**src/rtl/ixc_pkg.sv**
```systemverilog
package ixc_pkg;

    typedef enum logic [2:0] {
        ST_IDLE,
        ST_VEC,
        ST_DESC,
        ST_DRD,
        ST_DWR,
        ST_WB,
        ST_DONE
    } ixc_state_e;

    localparam int DESC_WORDS = 6;
    localparam int WB_WORDS   = 3;

    localparam int WI_MODE_A = 0;
    localparam int WI_MODE_B = 1;
    localparam int WI_SAR    = 2;
    localparam int WI_DAR    = 3;
    localparam int WI_CNT    = 4;
    localparam int WI_CTL    = 5;

    localparam int MB_SRC_INC = 0;
    localparam int MB_DST_INC = 1;

endpackage

```
**src/rtl/ixc_arbiter.sv**
```systemverilog
module ixc_arbiter #(
    parameter int N  = 4,
    parameter int SW = 2
) (
    input  logic [N-1:0]  req,
    output logic          any,
    output logic [SW-1:0] idx
);

    // Fixed priority: the lowest index wins, because it is assigned last.
    always_comb begin
        any = |req;
        idx = '0;
        for (int i = N - 1; i >= 0; i--) begin
            if (req[i]) begin
                idx = SW'(i);
            end
        end
    end

endmodule

```
**src/rtl/ixc_enable_reg.sv**
```systemverilog
module ixc_enable_reg #(
    parameter int N = 4
) (
    input  logic         clk,
    input  logic         rst_n,
    input  logic         wr,
    input  logic [N-1:0] wdata,
    input  logic [N-1:0] clr,
    output logic [N-1:0] q
);

    logic [N-1:0] q_nx;

    always_comb begin
        q_nx = wr ? wdata : q;
        q_nx = q_nx & ~clr;
    end

    always_ff @(posedge clk) begin
        if (!rst_n) begin
            q <= '0;
        end else begin
            q <= q_nx;
        end
    end

endmodule

```
**src/rtl/ixc_desc_store.sv**
```systemverilog
module ixc_desc_store
    import ixc_pkg::*;
#(
    parameter int AW = 16,
    parameter int DW = 16,
    parameter int SW = 2
) (
    input  logic          clk,
    input  logic          rst_n,
    input  logic          rrs_wr,
    input  logic          rrs_wdata,
    output logic          rrs_q,
    input  logic          claim,
    input  logic [SW-1:0] claim_src,
    output logic          hit,
    input  logic          ptr_ld,
    input  logic [AW-1:0] ptr_in,
    output logic [AW-1:0] ptr,
    input  logic          word_ld,
    input  logic [2:0]    word_idx,
    input  logic [DW-1:0] word_in,
    input  logic          adv,
    input  logic          commit,
    output logic [AW-1:0] sar,
    output logic [AW-1:0] dar,
    output logic [DW-1:0] cnt
);

    logic [DW-1:0] w [DESC_WORDS];
    logic          valid;
    logic [SW-1:0] last_src;

    assign sar = w[WI_SAR][AW-1:0];
    assign dar = w[WI_DAR][AW-1:0];
    assign cnt = w[WI_CNT];
    assign hit = rrs_q && valid && (last_src == claim_src);

    // Read-skip control and the validity of the held copy.
    always_ff @(posedge clk) begin
        if (!rst_n) begin
            rrs_q    <= 1'b0;
            valid    <= 1'b0;
            last_src <= '0;
        end else begin
            if (claim) begin
                last_src <= claim_src;
                if (!hit) begin
                    valid <= 1'b0;
                end
            end
            if (commit) begin
                valid <= rrs_q;
            end
            if (rrs_wr) begin
                rrs_q <= rrs_wdata;
                if (!rrs_wdata) begin
                    valid <= 1'b0;
                end
            end
        end
    end

    always_ff @(posedge clk) begin
        if (!rst_n) begin
            ptr <= '0;
        end else if (ptr_ld) begin
            ptr <= ptr_in;
        end
    end

    // One register per descriptor word.
    for (genvar g = 0; g < DESC_WORDS; g++) begin : g_word
        always_ff @(posedge clk) begin
            if (!rst_n) begin
                w[g] <= '0;
            end else if (word_ld && (word_idx == 3'(g))) begin
                w[g] <= word_in;
            end else if (adv) begin
                if (g == WI_SAR) begin
                    w[g] <= w[g] + DW'(w[WI_MODE_A][MB_SRC_INC]);
                end else if (g == WI_DAR) begin
                    w[g] <= w[g] + DW'(w[WI_MODE_A][MB_DST_INC]);
                end else if (g == WI_CNT) begin
                    w[g] <= w[g] - DW'(1);
                end
            end
        end
    end

endmodule

```
**src/rtl/irq_xfer_ctl.sv**
```systemverilog
module irq_xfer_ctl
    import ixc_pkg::*;
#(
    parameter int NSRC     = 4,
    parameter int AW       = 16,
    parameter int DW       = 16,
    parameter int VEC_BASE = 0
) (
    input  logic            clk,
    input  logic            rst_n,
    input  logic [NSRC-1:0] src_req,
    input  logic            en_wr,
    input  logic [NSRC-1:0] en_wdata,
    input  logic            rrs_wr,
    input  logic            rrs_wdata,
    output logic [NSRC-1:0] en_q,
    output logic            rrs_q,
    output logic            busy,
    output logic [NSRC-1:0] src_clr,
    output logic [NSRC-1:0] cpu_irq,
    output logic            mem_req,
    output logic            mem_we,
    output logic [AW-1:0]   mem_addr,
    output logic [DW-1:0]   mem_wdata,
    input  logic            mem_ack,
    input  logic [DW-1:0]   mem_rdata
);

    localparam int SW = (NSRC > 1) ? $clog2(NSRC) : 1;

    ixc_state_e    state, state_nx;
    logic [SW-1:0] cur_src;
    logic [2:0]    idx;
    logic [DW-1:0] dbuf;

    logic          arb_any;
    logic [SW-1:0] arb_idx;
    logic          hit;
    logic          grant;

    logic [AW-1:0] ptr, sar, dar;
    logic [DW-1:0] cnt;
    logic          ptr_ld, word_ld, adv, commit;
    logic [NSRC-1:0] en_clr;
    logic [NSRC-1:0] src_onehot;

    ixc_arbiter #(.N(NSRC), .SW(SW)) u_arb (
        .req (src_req & en_q),
        .any (arb_any),
        .idx (arb_idx)
    );

    ixc_enable_reg #(.N(NSRC)) u_en (
        .clk   (clk),
        .rst_n (rst_n),
        .wr    (en_wr),
        .wdata (en_wdata),
        .clr   (en_clr),
        .q     (en_q)
    );

    ixc_desc_store #(.AW(AW), .DW(DW), .SW(SW)) u_desc (
        .clk       (clk),
        .rst_n     (rst_n),
        .rrs_wr    (rrs_wr),
        .rrs_wdata (rrs_wdata),
        .rrs_q     (rrs_q),
        .claim     (grant),
        .claim_src (arb_idx),
        .hit       (hit),
        .ptr_ld    (ptr_ld),
        .ptr_in    (mem_rdata[AW-1:0]),
        .ptr       (ptr),
        .word_ld   (word_ld),
        .word_idx  (idx),
        .word_in   (mem_rdata),
        .adv       (adv),
        .commit    (commit),
        .sar       (sar),
        .dar       (dar),
        .cnt       (cnt)
    );

    assign grant      = (state == ST_IDLE) && arb_any;
    assign src_onehot = NSRC'(1) << cur_src;

    // State register
    always_ff @(posedge clk) begin
        if (!rst_n) begin
            state <= ST_IDLE;
        end else begin
            state <= state_nx;
        end
    end

    // Next state
    always_comb begin
        state_nx = state;
        unique case (state)
            ST_IDLE: if (arb_any) state_nx = hit ? ST_DRD : ST_VEC;
            ST_VEC:  if (mem_ack) state_nx = ST_DESC;
            ST_DESC: if (mem_ack && (idx == 3'(DESC_WORDS - 1))) state_nx = ST_DRD;
            ST_DRD:  if (mem_ack) state_nx = ST_DWR;
            ST_DWR:  if (mem_ack) state_nx = ST_WB;
            ST_WB:   if (mem_ack && (idx == 3'(WB_WORDS - 1))) state_nx = ST_DONE;
            ST_DONE: state_nx = ST_IDLE;
            default: state_nx = ST_IDLE;
        endcase
    end

    // Sequencer datapath: serviced source, word index, data buffer
    always_ff @(posedge clk) begin
        if (!rst_n) begin
            cur_src <= '0;
            idx     <= '0;
            dbuf    <= '0;
        end else begin
            if (grant) begin
                cur_src <= arb_idx;
            end
            if (mem_ack && (state == ST_DESC)) begin
                idx <= (idx == 3'(DESC_WORDS - 1)) ? 3'd0 : idx + 3'd1;
            end
            if (mem_ack && (state == ST_WB)) begin
                idx <= (idx == 3'(WB_WORDS - 1)) ? 3'd0 : idx + 3'd1;
            end
            if (mem_ack && (state == ST_DRD)) begin
                dbuf <= mem_rdata;
            end
        end
    end

    // Outputs
    always_comb begin
        busy      = (state != ST_IDLE);
        mem_req   = 1'b0;
        mem_we    = 1'b0;
        mem_addr  = '0;
        mem_wdata = '0;
        src_clr   = '0;
        cpu_irq   = '0;
        en_clr    = '0;
        ptr_ld    = 1'b0;
        word_ld   = 1'b0;
        adv       = 1'b0;
        commit    = 1'b0;
        unique case (state)
            ST_IDLE: begin
            end
            ST_VEC: begin
                mem_req  = 1'b1;
                mem_addr = AW'(VEC_BASE) + AW'(cur_src);
                ptr_ld   = mem_ack;
            end
            ST_DESC: begin
                mem_req  = 1'b1;
                mem_addr = ptr + AW'(idx);
                word_ld  = mem_ack;
            end
            ST_DRD: begin
                mem_req  = 1'b1;
                mem_addr = sar;
            end
            ST_DWR: begin
                mem_req   = 1'b1;
                mem_we    = 1'b1;
                mem_addr  = dar;
                mem_wdata = dbuf;
                adv       = mem_ack;
            end
            ST_WB: begin
                mem_req  = 1'b1;
                mem_we   = 1'b1;
                mem_addr = ptr + AW'(WI_SAR) + AW'(idx);
                if (idx == 3'd0) begin
                    mem_wdata = DW'(sar);
                end else if (idx == 3'd1) begin
                    mem_wdata = DW'(dar);
                end else begin
                    mem_wdata = cnt;
                end
            end
            ST_DONE: begin
                commit = 1'b1;
                if (cnt == '0) begin
                    cpu_irq = src_onehot;
                    en_clr  = src_onehot;
                end else begin
                    src_clr = src_onehot;
                end
            end
            default: begin
            end
        endcase
    end

endmodule

```
**config.mk**
```make
export PLATFORM = sky130hd
export DESIGN_NAME = irq_xfer_ctl
export DESIGN_NICKNAME = d
export VERILOG_FILES = /design/src/rtl/ixc_pkg.sv /design/src/rtl/ixc_arbiter.sv /design/src/rtl/ixc_enable_reg.sv /design/src/rtl/ixc_desc_store.sv /design/src/rtl/irq_xfer_ctl.sv
export SDC_FILE = /design/constraint.sdc
export NUM_CORES = 1
export LEC_CHECK = 0
export BUFFER_PORTS_ARGS = -buffer_cell sky130_fd_sc_hd__buf_4
export CORE_MARGIN = 5
export CORE_UTILIZATION = 54
export DETAILED_ROUTE_END_ITERATION = 16
export PLACE_DENSITY = 0.78
export SYNTH_ARGS = -nofsm -noshare
export SYNTH_HDL_FRONTEND = slang
export SYNTH_SLANG_ARGS = --single-unit
```
**constraint.sdc**
```tcl
create_clock -name clk -period 2.7 [get_ports clk]
set_input_delay 0.135 -clock clk [delete_from_list [all_inputs] [get_ports clk]]
set_output_delay 0.135 -clock clk [all_outputs]
set_load 0.01 [all_outputs]
```
-- Word level (Yosys, flattened, before mapping)
Memory sizes are Yosys's and may differ from the RTL's.
Cells that the tools add are included.
- register bits: 46
- bits in writable memories: 96
- input bits: 30
- output and inout bits: 48
- logic and storage cells: 144
- memories: 1
- add/subtract/negate cells: 7
- eq/ne operators: 18
- shift-type cells: 1
- mux-type cells: 74
- bitwise operators: 12
- reductions and logical operators: 23
- memories (memory ; words ; bits a word ; read ports ; clocked after Yosys merged registers in ; wr ports ; line ; RTL):
    u_desc.w ; 6 ; 16 ; 4 ; 0 ; 6 ; ixc_desc_store.sv:29 ; logic [DW-1:0] w [DESC_WORDS];
- operators with widths (kind ; count):
    $mux 16 ; 11
    $pmux 16 s5 ; 1
    $mux 1 ; 40
    $add 16x1->16 ; 2
    $add 16x3->16 ; 2
    $pmux 16 s2 ; 1
    $mux 3 ; 10
    $mux 4 ; 5
    $pmux 3 s6 ; 1
    $add 16x2->16 const B ; 1
    $logic_not 16->1 ; 1
    $sub 16x1->16 const B ; 1
    $eq 3x3->1 const B ; 5
    $logic_and 1x1->1 ; 14
    $eq 3x2->1 const B ; 4
    $ne 2x2->1 const B ; 6
    $mux 2 ; 5
    $or 1x1->1 ; 9
    $and 4x4->4 ; 2
    $eq 3x1->1 const B ; 2
    $logic_not 3->1 ; 2
    $reduce_and 6->1 ; 1
    $reduce_or 5->1 ; 1
    $not 4->4 ; 1
    other kinds (7) ; 7

-- Longest topological paths before layout
- word-level depth: 12
- gate-level depth with buffers: 11
- depth with buffers taken out: 11

-- By module
Synthesis repeated with hierarchy kept, for this count alone.
- cell total of the unflattened synthesis: 802
- area, all modules: 6726.5 sq um
- modules (own cells, without submodules) (module ; times used ; cells each ; area an instance (sq um) ; sequential area each (sq um)):
    ixc_desc_store ; 1 ; 377 ; 3712.3 ; 1901.8
    irq_xfer_ctl ; 1 ; 405 ; 2797.7 ; 480.5
    ixc_enable_reg ; 1 ; 13 ; 181.4 ; 80.1
    ixc_arbiter ; 1 ; 7 ; 35.0 ; 0.0

-- Worst setup path after synthesis
No wires, ideal clock.
- path type: register to register
- start: register state[2]
- end: memory u_desc.w[3][0] (netlist: u_desc.w[1][16]) (enable)
- setup time: 0.411 ns
- data arrival time: 2.416 ns
- required time: 2.289 ns
- slack: -0.127 ns
- stages on the path, launching flop included: 8
- path buffers: 3
- clock period less this slack: 2.827 ns
- cell sequence: dfxtp_1 > buf_2 > nor2b_1 > nor2b_1 > buf_2 > clkbuf_1 > a21oi_1 > o21ai_0
- RTL lines (what ; line ; RTL):
    start, declared ; irq_xfer_ctl.sv:31 ; ixc_state_e state, state_nx;
    start signal, assigned ; irq_xfer_ctl.sv:92 ; state <= state_nx;
    end, declared ; ixc_desc_store.sv:29 ;

-- Worst setup path in the final report
- start: register u_desc.ptr[1]
- end: output port mem_addr[14]
- longest elaborated chain between the ends: 3
- elaborated cells on any way between the ends: 4
- classes of those cells: add/sub (3); mux (1)
- RTL lines (what ; line ; RTL):
    start, declared ; ixc_desc_store.sv:18 ; output logic [AW-1:0] ptr,
    start signal, assigned ; ixc_desc_store.sv:67 ; ptr <= ptr_in;
    $add 16x2->16 ; irq_xfer_ctl.sv:174 ; mem_addr = ptr + AW'(WI_SAR) + AW'(idx);
    $add 16x3->16 ; irq_xfer_ctl.sv:174 ;
    $pmux 16 s5 * ; irq_xfer_ctl.sv:147 ; unique case (state)
    end, declared ; irq_xfer_ctl.sv:23 ; output logic [AW-1:0] mem_addr,
Mark *: on every way between the ends. The rest lies on a longest branch, timed or not.

==> impl_metrics.tcl <==
set metrics [dict create \
    pin_count 78 \
    syn_area_per_cell_um2 8.07 \
    root_buffer "clkbuf_16" \
    first_pass_iters 6 \
    finalPower_mw 3.35 \
    antenna_found_initial 0 \
    seq_area_um2 2420 \
    cp_cell_sequence "inv_2, ha_4, inv_4, ha_4, buf_4, buf_6, buf_6, a21oi_2, or3b_4, a211oi_2, xnor2_1, o221ai_1, buf_4" \
    netlist_instances 807 \
    cts_buffer_depth 2 \
    cts.clk_slew.worst_paths_ns 0.06 \
    antenna_left 0 \
    synth_edf_count 50 \
    antennaDiodeCount 0 \
    grt_overflow_total 0 \
    numPortBuffers 77 \
    yosys_warnings 0 \
    critPathLaunchType "flip-flop" \
    cp-end-kind "output pin" \
    initial_core_util_pct 54.7 \
    worst_slew_pin_slew_ns 0.667 \
    grt_pass1_wl_mm 30.8 \
    regToRegSetupSlack_ns 0.39 \
    dieWidth_um 120 \
    routed_wl_mm 19.8 \
    setup_slack_ns -0.0513 \
    clock_skew_ns 0.00803 \
    die_h_um 120 \
    crit_buf_inv 6 \
    drv_cap 0 \
    netlist_area_um2 6510 \
    ys_types 64 \
    post-place-cells 1002 \
    vias_per_cell 6.25 \
    drive_gt1_share_pct 20.3 \
    holdWs_ns 0.0561 \
    ir_drop_mv 0.260 \
    drcViolationCount 0 \
    period_share_pct 102 \
    fillers 998 \
    gp_congestion 0.963 \
    grt_setup_unrepaired "yes" \
    final_util_pct 65.3 \
    multi_input_area_um2 3940 \
    syn_nets 852 \
    status "finished, violations left" \
    seq_area_frac_synth_pct 37.2 \
    grt_pass1_vias 5805 \
    cts.sinks 96 \
    htree_levels 3 \
    ys.flop_type "edfxtp_1" \
    setup_violations 6 \
    fin_crit_ns 2.75 \
    critPathArrivalTime_ns 2.62 \
    cp_max_fo 6 \
    vias 6401 \
    syn_to_final_growth_pct 19.3 \
    power_density_nw_per_um2 431 \
    slew_headroom_pct 55.4 \
    wl_per_cell_um 19.4 \
    maxSlewViolCount 0 \
    stdcell_count 1024 \
    finalHoldViolCount 0 \
    violations "setup timing" \
    die_area_um2 14400 \
    crit_family "buffers and inverters" \
    crit_required_ns 2.57 \
    grtUsageTotal_pct 26.9 \
    grt_max_degree 46 \
    max_freq_mhz 363 \
    synthArstFlopShare_pct 0 \
    hp-class "input pin to flip-flop" \
    coreArea_um2 11900 \
    cts_tree "done" \
    p_leak_nw 2.74 \
    clock_latency_ns 0.35 \
    place.detailed.hpwl_mm 14.3 \
    crit_slowest_cell "or3b_4" \
    drtIter0Drc 743 \
    hold_buffers 0 \
    cts_buffers 9 \
    synth-seq-cells 96 \
    rows 40 \
    worstSetupPathType "flip-flop to output pin" \
    critPathMaxStageDelay_ns 0.44 \
    finalNetCount 917 \
]
area by class of cell:
cell class,count,share of cell area [%]
Clock buffer,11,3.12
Clock inverter,5,0.740
Inverter,20,0.998
Multi-Input combinational cell,634,50.7
Sequential cell,96,31.2
Tap cell,147,2.37
Timing Repair Buffer,111,10.9
sequential cells by signal (all words and copies together), names as in the netlist:
| name | count |
|---|---|
| u_desc.last_src | 2 |
| idx | 3 |
| u_desc.valid | 1 |
| dbuf | 16 |
| u_en.q | 4 |
| u_desc.w | 50 |
| u_desc.rrs_q | 1 |
| u_desc.ptr | 16 |
| state | 3 |
worst reg2reg max path, delay by kind of cell (launching register included):
family / cells / cell delay, ns
and+or+nand+nor: 4 / 1.31
buffers and inverters: 1 / 0.20
DFF: 1 / 0.35
AOI/OAI and AO/OA: 1 / 0.28
path summary, 6_finish.rpt:
path                       from  depth (start not counted)               to
hold / removal        rrs_wdata                          3     u_desc.rrs_q
setup reg to reg       state[2]                          6  u_desc.w[2][14]
setup / recovery  u_desc.ptr[1]                         13     mem_addr[14]
hold reg to reg         dbuf[6]                          2          dbuf[6]
cell usage in the layout, fill, tap and decap left out, types with 4 or more instances in the layout:
cell       count
nand3_1       18
and2_1         4
nand2_1      150
nor2_2         6
a21oi_2        5
o21ai_1        5
o221ai_1      10
inv_1         15
a21oi_1       63
inv_2          4
nor3_2         5
xor2_1        22
nor2b_1        5
dfxtp_1       44
nor2_1        66
buf_4        108
or3_1          5
ha_1           9
o22ai_1        5
and4_1         4
nand2b_1       4
xnor2_1       37
nand4_1       14
nor3_1        13
clkbuf_16      9
o21ai_0       59
a22o_1         5
edfxtp_1      50
ha_4           4
mux2i_1       23
and3_1        13
a22oi_1       14
a211oi_1      11
metrics by stage:
stage / cell area (um2) / worst slack (ns) / setup TNS [ns]
2_1_floorplan: 6520 / 0.0747 / 0
3_3_place_gp: 7260 / 0.0507 / 0
3_5_place_dp: 7260 / -0.00257 / -0.00257
4_1_cts: 7690 / -0.0307 / -0.0831
5_1_grt: 7770 / -0.148 / -1.31
6_report: 7770 / -0.0513 / -0.135
synthesized netlist by cell type, types with 3 or more instances:
cell | number | area (um2)
xor2_1 | 22 | 193
nand4_1 | 14 | 87.6
nor2_1 | 68 | 255
a221o_1 | 3 | 30.0
ha_1 | 13 | 163
o21ai_0 | 62 | 310
dfxtp_1 | 46 | 921
xnor2_1 | 38 | 333
and4_1 | 4 | 35.0
or3b_1 | 4 | 35.0
nor2b_1 | 7 | 43.8
clkbuf_1 | 38 | 143
edfxtp_1 | 50 | 1500
nor3_2 | 3 | 30.0
nor3_1 | 15 | 75.1
a21oi_1 | 68 | 340
o221ai_1 | 11 | 96.3
nand2_1 | 150 | 563
nand3_1 | 19 | 95.1
nor2_2 | 5 | 31.3
or3_1 | 5 | 31.3
a221oi_1 | 3 | 26.3
inv_1 | 19 | 71.3
a211oi_1 | 12 | 90.1
buf_2 | 14 | 70.1
nand2b_1 | 4 | 25.0
a22oi_1 | 14 | 105
a22o_1 | 5 | 43.8
and3b_1 | 3 | 26.3
and3_1 | 13 | 81.3
mux2i_1 | 23 | 230
o22ai_1 | 6 | 37.5
and2_1 | 4 | 25.0
power by group:
group	internal (mW)	total [mW]	switching, mW
Combinational	0.165	0.381	0.217
Clock	0.742	1.31	0.565
Sequential	1.58	1.66	0.0809
Total	2.49	3.35	0.863
repair_timing:
action                                  4_1_cts  5_1_grt
endpoints found under the setup margin       11       12
pin swaps                                    14       11
gates resized for setup                      24       14
setup buffers                                 3        4
cloned                                        0        0
cells by family after synthesis:
kind of cell    share of synthesized area, %
compound gates                          18.6
xor+xnor                                8.07
fa+ha+maj                               3.11
buf+inv                                 4.80
flops                                   37.2
mux                                     3.88
simple gates                            24.3
layer usage:
layer	GRT usage (%)	wire length [um]	up-vias
met3	5.04	1930	33
met4	8.52	372	0
li1	-	-	2995
met5	0	0	-
met2	42.5	9230	344
met1	37.5	8300	3029
(Power assumes the default switching activity.)
